[config.mk]
export PLATFORM = sky130hd
export DESIGN_NAME = noise_lfsr_gen
export DESIGN_NICKNAME = d
export VERILOG_FILES = /design/src/rtl/noise_lfsr_pkg.sv /design/src/rtl/noise_rst_sync.sv /design/src/rtl/noise_step_timer.sv /design/src/rtl/noise_tap_mux.sv /design/src/rtl/noise_shift_reg.sv /design/src/rtl/noise_lfsr_gen.sv
export SDC_FILE = /design/constraint.sdc
export NUM_CORES = 1
export LEC_CHECK = 0
export BUFFER_PORTS_ARGS = -buffer_cell sky130_fd_sc_hd__buf_2
export CAP_MARGIN = 20
export CORE_UTILIZATION = 40
export DETAILED_ROUTE_END_ITERATION = 8
export PLACE_DENSITY_LB_ADDON = 0.25
export SYNTH_ARGS = -nofsm -noshare
export SYNTH_HDL_FRONTEND = slang
export SYNTH_HIERARCHICAL = 1
export SYNTH_SLANG_ARGS = --single-unit
[constraint.sdc]
create_clock -name clk -period 1.3 [get_ports clk]
set_clock_uncertainty 0.1 [all_clocks]
set_input_delay 0.195 -clock clk [delete_from_list [all_inputs] [get_ports clk]]
set_output_delay 0.195 -clock clk [all_outputs]
set_load 0.05 [all_outputs]
[src/rtl/noise_lfsr_pkg.sv]
package noise_lfsr_pkg;

  localparam int NOISE_W   = 15;
  localparam int FB_BIT    = 7;
  localparam int NUM_TAPS  = 8;
  localparam int TAP_SEL_W = $clog2(NUM_TAPS);

  // Register bit used as the second feedback input for each tap select value.
  function automatic int tap_pos(input int idx);
    case (idx)
      0:       return 14;
      1:       return 10;
      2:       return 13;
      3:       return 4;
      4:       return 8;
      5:       return 6;
      6:       return 9;
      default: return 11;
    endcase
  endfunction

endpackage

[src/rtl/noise_rst_sync.sv]
module noise_rst_sync #(
  parameter int STAGES = 2
) (
  input  logic clk,
  input  logic arst_ni,
  output logic rst_no
);

  logic [STAGES-1:0] sync_q;
  logic [STAGES-1:0] sync_d;

  always_comb begin
    sync_d = {sync_q[STAGES-2:0], 1'b1};
  end

  always_ff @(posedge clk or negedge arst_ni) begin
    if (!arst_ni) sync_q <= '0;
    else          sync_q <= sync_d;
  end

  assign rst_no = sync_q[STAGES-1];

endmodule

[src/rtl/noise_step_timer.sv]
module noise_step_timer #(
  parameter int FREQ_W     = 11,
  parameter int PERIOD_MUL = 40,
  parameter int CNT_W      = 17
) (
  input  logic              clk,
  input  logic              rst_ni,
  input  logic              en_i,
  input  logic              start_i,
  input  logic [FREQ_W-1:0] freq_i,
  output logic              step_o
);

  logic [CNT_W-1:0] cnt_q;
  logic [CNT_W-1:0] cnt_d;
  logic [CNT_W-1:0] span;
  logic [CNT_W-1:0] reload;

  // Period length minus one, computed from the pitch word at reload time.
  always_comb begin
    span   = CNT_W'(2 ** FREQ_W) - CNT_W'(freq_i);
    reload = (span * CNT_W'(PERIOD_MUL)) - CNT_W'(1);
  end

  always_comb begin
    cnt_d  = cnt_q;
    step_o = 1'b0;
    if (start_i) begin
      cnt_d = reload;
    end else if (en_i) begin
      if (cnt_q == '0) begin
        step_o = 1'b1;
        cnt_d  = reload;
      end else begin
        cnt_d = cnt_q - CNT_W'(1);
      end
    end
  end

  always_ff @(posedge clk or negedge rst_ni) begin
    if (!rst_ni) cnt_q <= '0;
    else         cnt_q <= cnt_d;
  end


  count_down_chk: assert property (@(posedge clk) disable iff (!rst_ni)
    (en_i && !start_i && cnt_q != '0) |=> (cnt_q == $past(cnt_q) - CNT_W'(1)));


  count_hold_chk: assert property (@(posedge clk) disable iff (!rst_ni)
    (!en_i && !start_i) |=> $stable(cnt_q));

endmodule

[src/rtl/noise_tap_mux.sv]
module noise_tap_mux
  import noise_lfsr_pkg::*;
#(
  parameter int W = NOISE_W
) (
  input  logic [W-1:0]         state_i,
  input  logic [TAP_SEL_W-1:0] sel_i,
  output logic                 tap_o
);

  logic [NUM_TAPS-1:0] cand;

  for (genvar g = 0; g < NUM_TAPS; g++) begin : g_tap
    assign cand[g] = state_i[tap_pos(g)];
  end

  assign tap_o = cand[sel_i];

endmodule

[src/rtl/noise_shift_reg.sv]
module noise_shift_reg #(
  parameter int W      = 15,
  parameter int FB_POS = 7
) (
  input  logic         clk,
  input  logic         rst_ni,
  input  logic         start_i,
  input  logic         step_i,
  input  logic         tap_i,
  output logic [W-1:0] state_o
);

  logic [W-1:0] state_q;
  logic [W-1:0] state_d;
  logic         fb;

  always_comb begin
    fb      = ~(state_q[FB_POS] ^ tap_i);
    state_d = state_q;
    if (start_i)     state_d = '0;
    else if (step_i) state_d = {state_q[W-2:0], fb};
  end

  always_ff @(posedge clk or negedge rst_ni) begin
    if (!rst_ni) state_q <= '0;
    else         state_q <= state_d;
  end

  assign state_o = state_q;


  restart_clear_chk: assert property (@(posedge clk) disable iff (!rst_ni)
    start_i |=> (state_q == '0));


  shift_up_chk: assert property (@(posedge clk) disable iff (!rst_ni)
    (step_i && !start_i) |=> (state_q[W-1:1] == $past(state_q[W-2:0])));


  zero_escape_chk: assert property (@(posedge clk) disable iff (!rst_ni)
    (step_i && !start_i && state_q == '0) |=> (state_q == W'(1)));

endmodule

[src/rtl/noise_lfsr_gen.sv]
module noise_lfsr_gen
  import noise_lfsr_pkg::*;
#(
  parameter int FREQ_W     = 11,
  parameter int PERIOD_MUL = 40
) (
  input  logic                 clk,
  input  logic                 rst_n,
  input  logic                 en,
  input  logic [FREQ_W-1:0]    freq,
  input  logic [TAP_SEL_W-1:0] tap_sel,
  output logic [NOISE_W-1:0]   lfsr_state,
  output logic                 noise_bit
);

  localparam int CNT_W = $clog2(PERIOD_MUL * (2 ** FREQ_W) + 1);

  logic rst_sync_n;
  logic en_q;
  logic en_d;
  logic start;
  logic step;
  logic tap_bit;

  noise_rst_sync #(.STAGES(2)) u_rst_sync (
    .clk     (clk),
    .arst_ni (rst_n),
    .rst_no  (rst_sync_n)
  );

  always_comb begin
    en_d  = en;
    start = en & ~en_q;
  end

  always_ff @(posedge clk or negedge rst_sync_n) begin
    if (!rst_sync_n) en_q <= 1'b0;
    else             en_q <= en_d;
  end

  noise_step_timer #(
    .FREQ_W     (FREQ_W),
    .PERIOD_MUL (PERIOD_MUL),
    .CNT_W      (CNT_W)
  ) u_timer (
    .clk     (clk),
    .rst_ni  (rst_sync_n),
    .en_i    (en),
    .start_i (start),
    .freq_i  (freq),
    .step_o  (step)
  );

  noise_tap_mux #(.W(NOISE_W)) u_tap (
    .state_i (lfsr_state),
    .sel_i   (tap_sel),
    .tap_o   (tap_bit)
  );

  noise_shift_reg #(.W(NOISE_W), .FB_POS(FB_BIT)) u_sreg (
    .clk     (clk),
    .rst_ni  (rst_sync_n),
    .start_i (start),
    .step_i  (step),
    .tap_i   (tap_bit),
    .state_o (lfsr_state)
  );

  assign noise_bit = lfsr_state[0];


  idle_hold_chk: assert property (@(posedge clk) disable iff (!rst_sync_n)
    !en |=> $stable(lfsr_state));


  no_step_idle_chk: assert property (@(posedge clk) disable iff (!rst_sync_n)
    step |-> (en && en_q));

endmodule

==> flow_metrics.tcl <==
set metrics [dict create \
    status "finished, violations left" \
    critical_path.max_fanout 3 \
    violations "negative setup slack" \
    grt_antenna_before_repair 0 \
    met3_layer_usage_reported_by_global_route_pct 2.922 \
    synth_top_flop_cell "sky130_fd_sc_hd__dfrtp_1" \
    vias 3073 \
    setup_repair_after_global_routing_missed_its_margin "true" \
    synth_cell_type_count 60 \
    mappedNetlistArea_um2 2959 \
    synth.top_cells.by_count "36 x sky130_fd_sc_hd__nor2_1, 35 x sky130_fd_sc_hd__dfrtp_1, 21 x sky130_fd_sc_hd__a21oi_1, 21 x sky130_fd_sc_hd__xnor2_1, 19 x sky130_fd_sc_hd__ha_1" \
    maxSlewViolCount 0 \
    cts_buffer_depth 2 \
    synth_top_cells_by_area "sky130_fd_sc_hd__dfrtp_1 30%, sky130_fd_sc_hd__ha_1 8.0%, sky130_fd_sc_hd__xnor2_1 6.2%" \
    die_h_um 88.01 \
    h_tree_depth 2 \
    grt_remaining_overflow 0 \
    weighted_congestion_at_the_end_of_routability_driven_global_placement 0.7963 \
    synthesis.area_per_instance_um2 8.994 \
    area.growth.synth_to_final_pct 74.16 \
    route.final.wire_length_um 8629 \
    core_region_area_um2 6982 \
    detailedPlacementHpwl_um 5900 \
    die_x_um 88.01 \
    final_util_pct 73.82 \
    min_period_ns 2.980 \
    critPathCaptureType "flip-flop" \
    critical_path_arrival_ns 3.09 \
    cts_tree "yes" \
    critPathLaunchType "primary input" \
    yosysWarningCount 6 \
    syn-instance-count 329 \
    route.detailed.vias_per_inst 5.217 \
    clock.fmax_ghz 0.3356 \
    crit_type "in -> reg" \
    cts_made_buffers 5 \
    die_area_um2 7746 \
    final_nets 529 \
    synth_fp_nets 366 \
    worstHoldPathType "in -> reg" \
    i_o_pins 33 \
    synth_enable_flop_cells 0 \
    cts.reportedPaths.clkPinSlew_ns 0.08 \
    fill_cells 487 \
    fraction_of_final_layout_cells_sized_beyond_drive_strength_1_pct 56.59 \
    hold_path_end "en_q" \
    place.detailed.instances 560 \
    cell_accounting_for_the_most_synthesized_area "sky130_fd_sc_hd__dfrtp_1" \
    grtUsageMet2_pct 43.20 \
    cap_violations 0 \
    total_leakage_power_nw 2.325 \
    area_share_of_the_largest_cell_type_after_synthesis_pct 29.60 \
    drt_pre_antenna_iters 4 \
    detailed_route_wire_length_per_cell_um 14.65 \
    hold_depth 2 \
    antenna_left 0 \
    worstRegToRegCells 9 \
    pin_count_of_the_biggest_net_entering_global_routing 34 \
    grt.total_usage_pct 22.30 \
    flops_latches_synth 35 \
    launching_point_of_the_worst_reg2reg_path "u_timer/cnt_q[7]" \
    global_route.peak_usage_layer "met2" \
    start_util_pct 42.38 \
    tritoncts_num_sinks 35 \
    detail_route.iter0.violations 119 \
    max-vdd-ir-drop_v 0.0005048 \
    grt.met1_usage_pct 25.53 \
    clockRootBuffer "sky130_fd_sc_hd__clkbuf_8" \
    cp_data_required_time_ns 1.41 \
    report.final.hold_viol_count 0 \
    synth_async_sr_flop_share_pct 100.0 \
    r2r_setup_slack_ns -0.84 \
    timing.setup.tns_ns -29.57 \
    setup_viol_count_final 31 \
    detailedPlace.worstSlack_ns -1.982 \
    number_of_global_route_vias_before_repair 3077 \
    insertedDiodeCount 0 \
    drcViolationCount 0 \
    hold_path.startpoint "en" \
    floorplan.rows 30 \
    final.period_utilization_pct 229.2 \
    cell_area_power_density_nw_per_um2 940.0 \
    yosys.cell_count.top_type "sky130_fd_sc_hd__nor2_1" \
    grt_first_pass_wirelength_um 13570 \
    insertion_delay_of_the_later_clocked_pin_in_the_worst_skew_pair_ns 0.29 \
    finish.cell_count_without_fillers 589 \
    seq_area_frac_synth_pct 29.60 \
    r2r-end "u_sreg/state_o[3]" \
    total_power_mw 4.844 \
    i_o_buffers 32 \
    timing.final.ws_setup_ns -1.680 \
]
through the flow:
step	area [µm²]	hold WS, ns
after floorplan	3196	-0.2006
after global placement	4252	-0.1205
after detailed placement	4252	-0.1162
after CTS	4811	0.08736
after global routing	5154	0.1126
final	5154	0.09440
worst max path at each step:
stage / from / slack [ns] / endpoint
floorplan: freq[2] / -1.71 / u_timer/cnt_q[16]
global placement: freq[2] / -1.90 / u_timer/cnt_q[16]
detailed placement: freq[2] / -1.98 / u_timer/cnt_q[16]
CTS: freq[2] / -1.62 / u_timer/cnt_q[16]
global route: freq[2] / -1.90 / u_timer/cnt_q[16]
finish: freq[2] / -1.68 / u_timer/cnt_q[16]
registers in the layout, indices dropped and copies added, names as in the netlist:
| register | cells |
|---|---|
| u_sreg/state_o | 15 |
| u_rst_sync/sync_q | 2 |
| en_q | 1 |
| u_timer/cnt_q | 17 |
cell families after synthesis:
family	count (synthesis)	share of synthesized area, %
simple gates	118	22.62
fa+ha+maj	20	8.710
buf+inv	29	4.778
mux	19	7.569
other cells	1	0.1267
xor+xnor	35	11.25
compound gates	72	15.35
flops	35	29.60
repair_timing:
action,in CTS,in global routing
buffers inserted,8,10
setup endpoints to repair,39,40
pin swaps,24,31
hold buffers,1,0
hold endpoints to repair,2,0
resized for setup,68,57
gates cloned,3,0
report_power, final:
part | switching, mW | internal [mW] | total [mW]
clock | 0.427 | 0.571 | 0.998
sequential | 0.0941 | 1.21 | 1.31
combinational | 1.16 | 1.38 | 2.54
total | 1.68 | 3.16 | 4.84
metal layers:
metal | wire, µm | part of all wire, % | vias to the layer above
li1 | - | - | 1502
met4 | 167 | 1.9 | 0
met5 | 0 | 0 | -
met3 | 231 | 2.7 | 16
met2 | 4826 | 56 | 71
met1 | 3404 | 39 | 1484
cells in the final DEF (no fill, tap or decap), types with 10 or more instances in the layout:
cell and n:
sky130_fd_sc_hd__a21oi_1 18, sky130_fd_sc_hd__buf_2 18, sky130_fd_sc_hd__buf_4 114, sky130_fd_sc_hd__buf_6 26
sky130_fd_sc_hd__dfrtp_1 35, sky130_fd_sc_hd__mux2i_1 16, sky130_fd_sc_hd__nand2_1 10, sky130_fd_sc_hd__nor2_1 30
sky130_fd_sc_hd__o21ai_1 10, sky130_fd_sc_hd__xnor2_1 12
worst max-delay path, cell delays in order:
cell                        delay [ns]
sky130_fd_sc_hd__buf_8            0.10
sky130_fd_sc_hd__nor4_4           0.29
sky130_fd_sc_hd__nand2b_1         0.16
sky130_fd_sc_hd__nor3_2           0.15
sky130_fd_sc_hd__xnor2_1          0.16
sky130_fd_sc_hd__ha_1             0.29
sky130_fd_sc_hd__ha_4             0.27
sky130_fd_sc_hd__a211oi_4         0.23
sky130_fd_sc_hd__nand2b_1         0.14
sky130_fd_sc_hd__o2111ai_2        0.24
sky130_fd_sc_hd__nand2_2          0.13
sky130_fd_sc_hd__a2111oi_4        0.33
sky130_fd_sc_hd__nor3b_2          0.08
sky130_fd_sc_hd__and3_1           0.16
sky130_fd_sc_hd__o31ai_2          0.16
layout make-up:
| cell class | count | area (µm²) | area share [%] |
|---|---|---|---|
| Clock buffer | 5 | 68.82 | 1.335 |
| Tap cell | 96 | 120.1 | 2.331 |
| Timing Repair Buffer | 169 | 1419 | 27.53 |
| Multi-Input combinational cell | 267 | 2557 | 49.62 |
| Sequential cell | 35 | 875.8 | 16.99 |
| Clock inverter | 3 | 43.79 | 0.8497 |
| Inverter | 14 | 68.82 | 1.335 |
No activity file was read; power rests on OpenSTA's default activity.
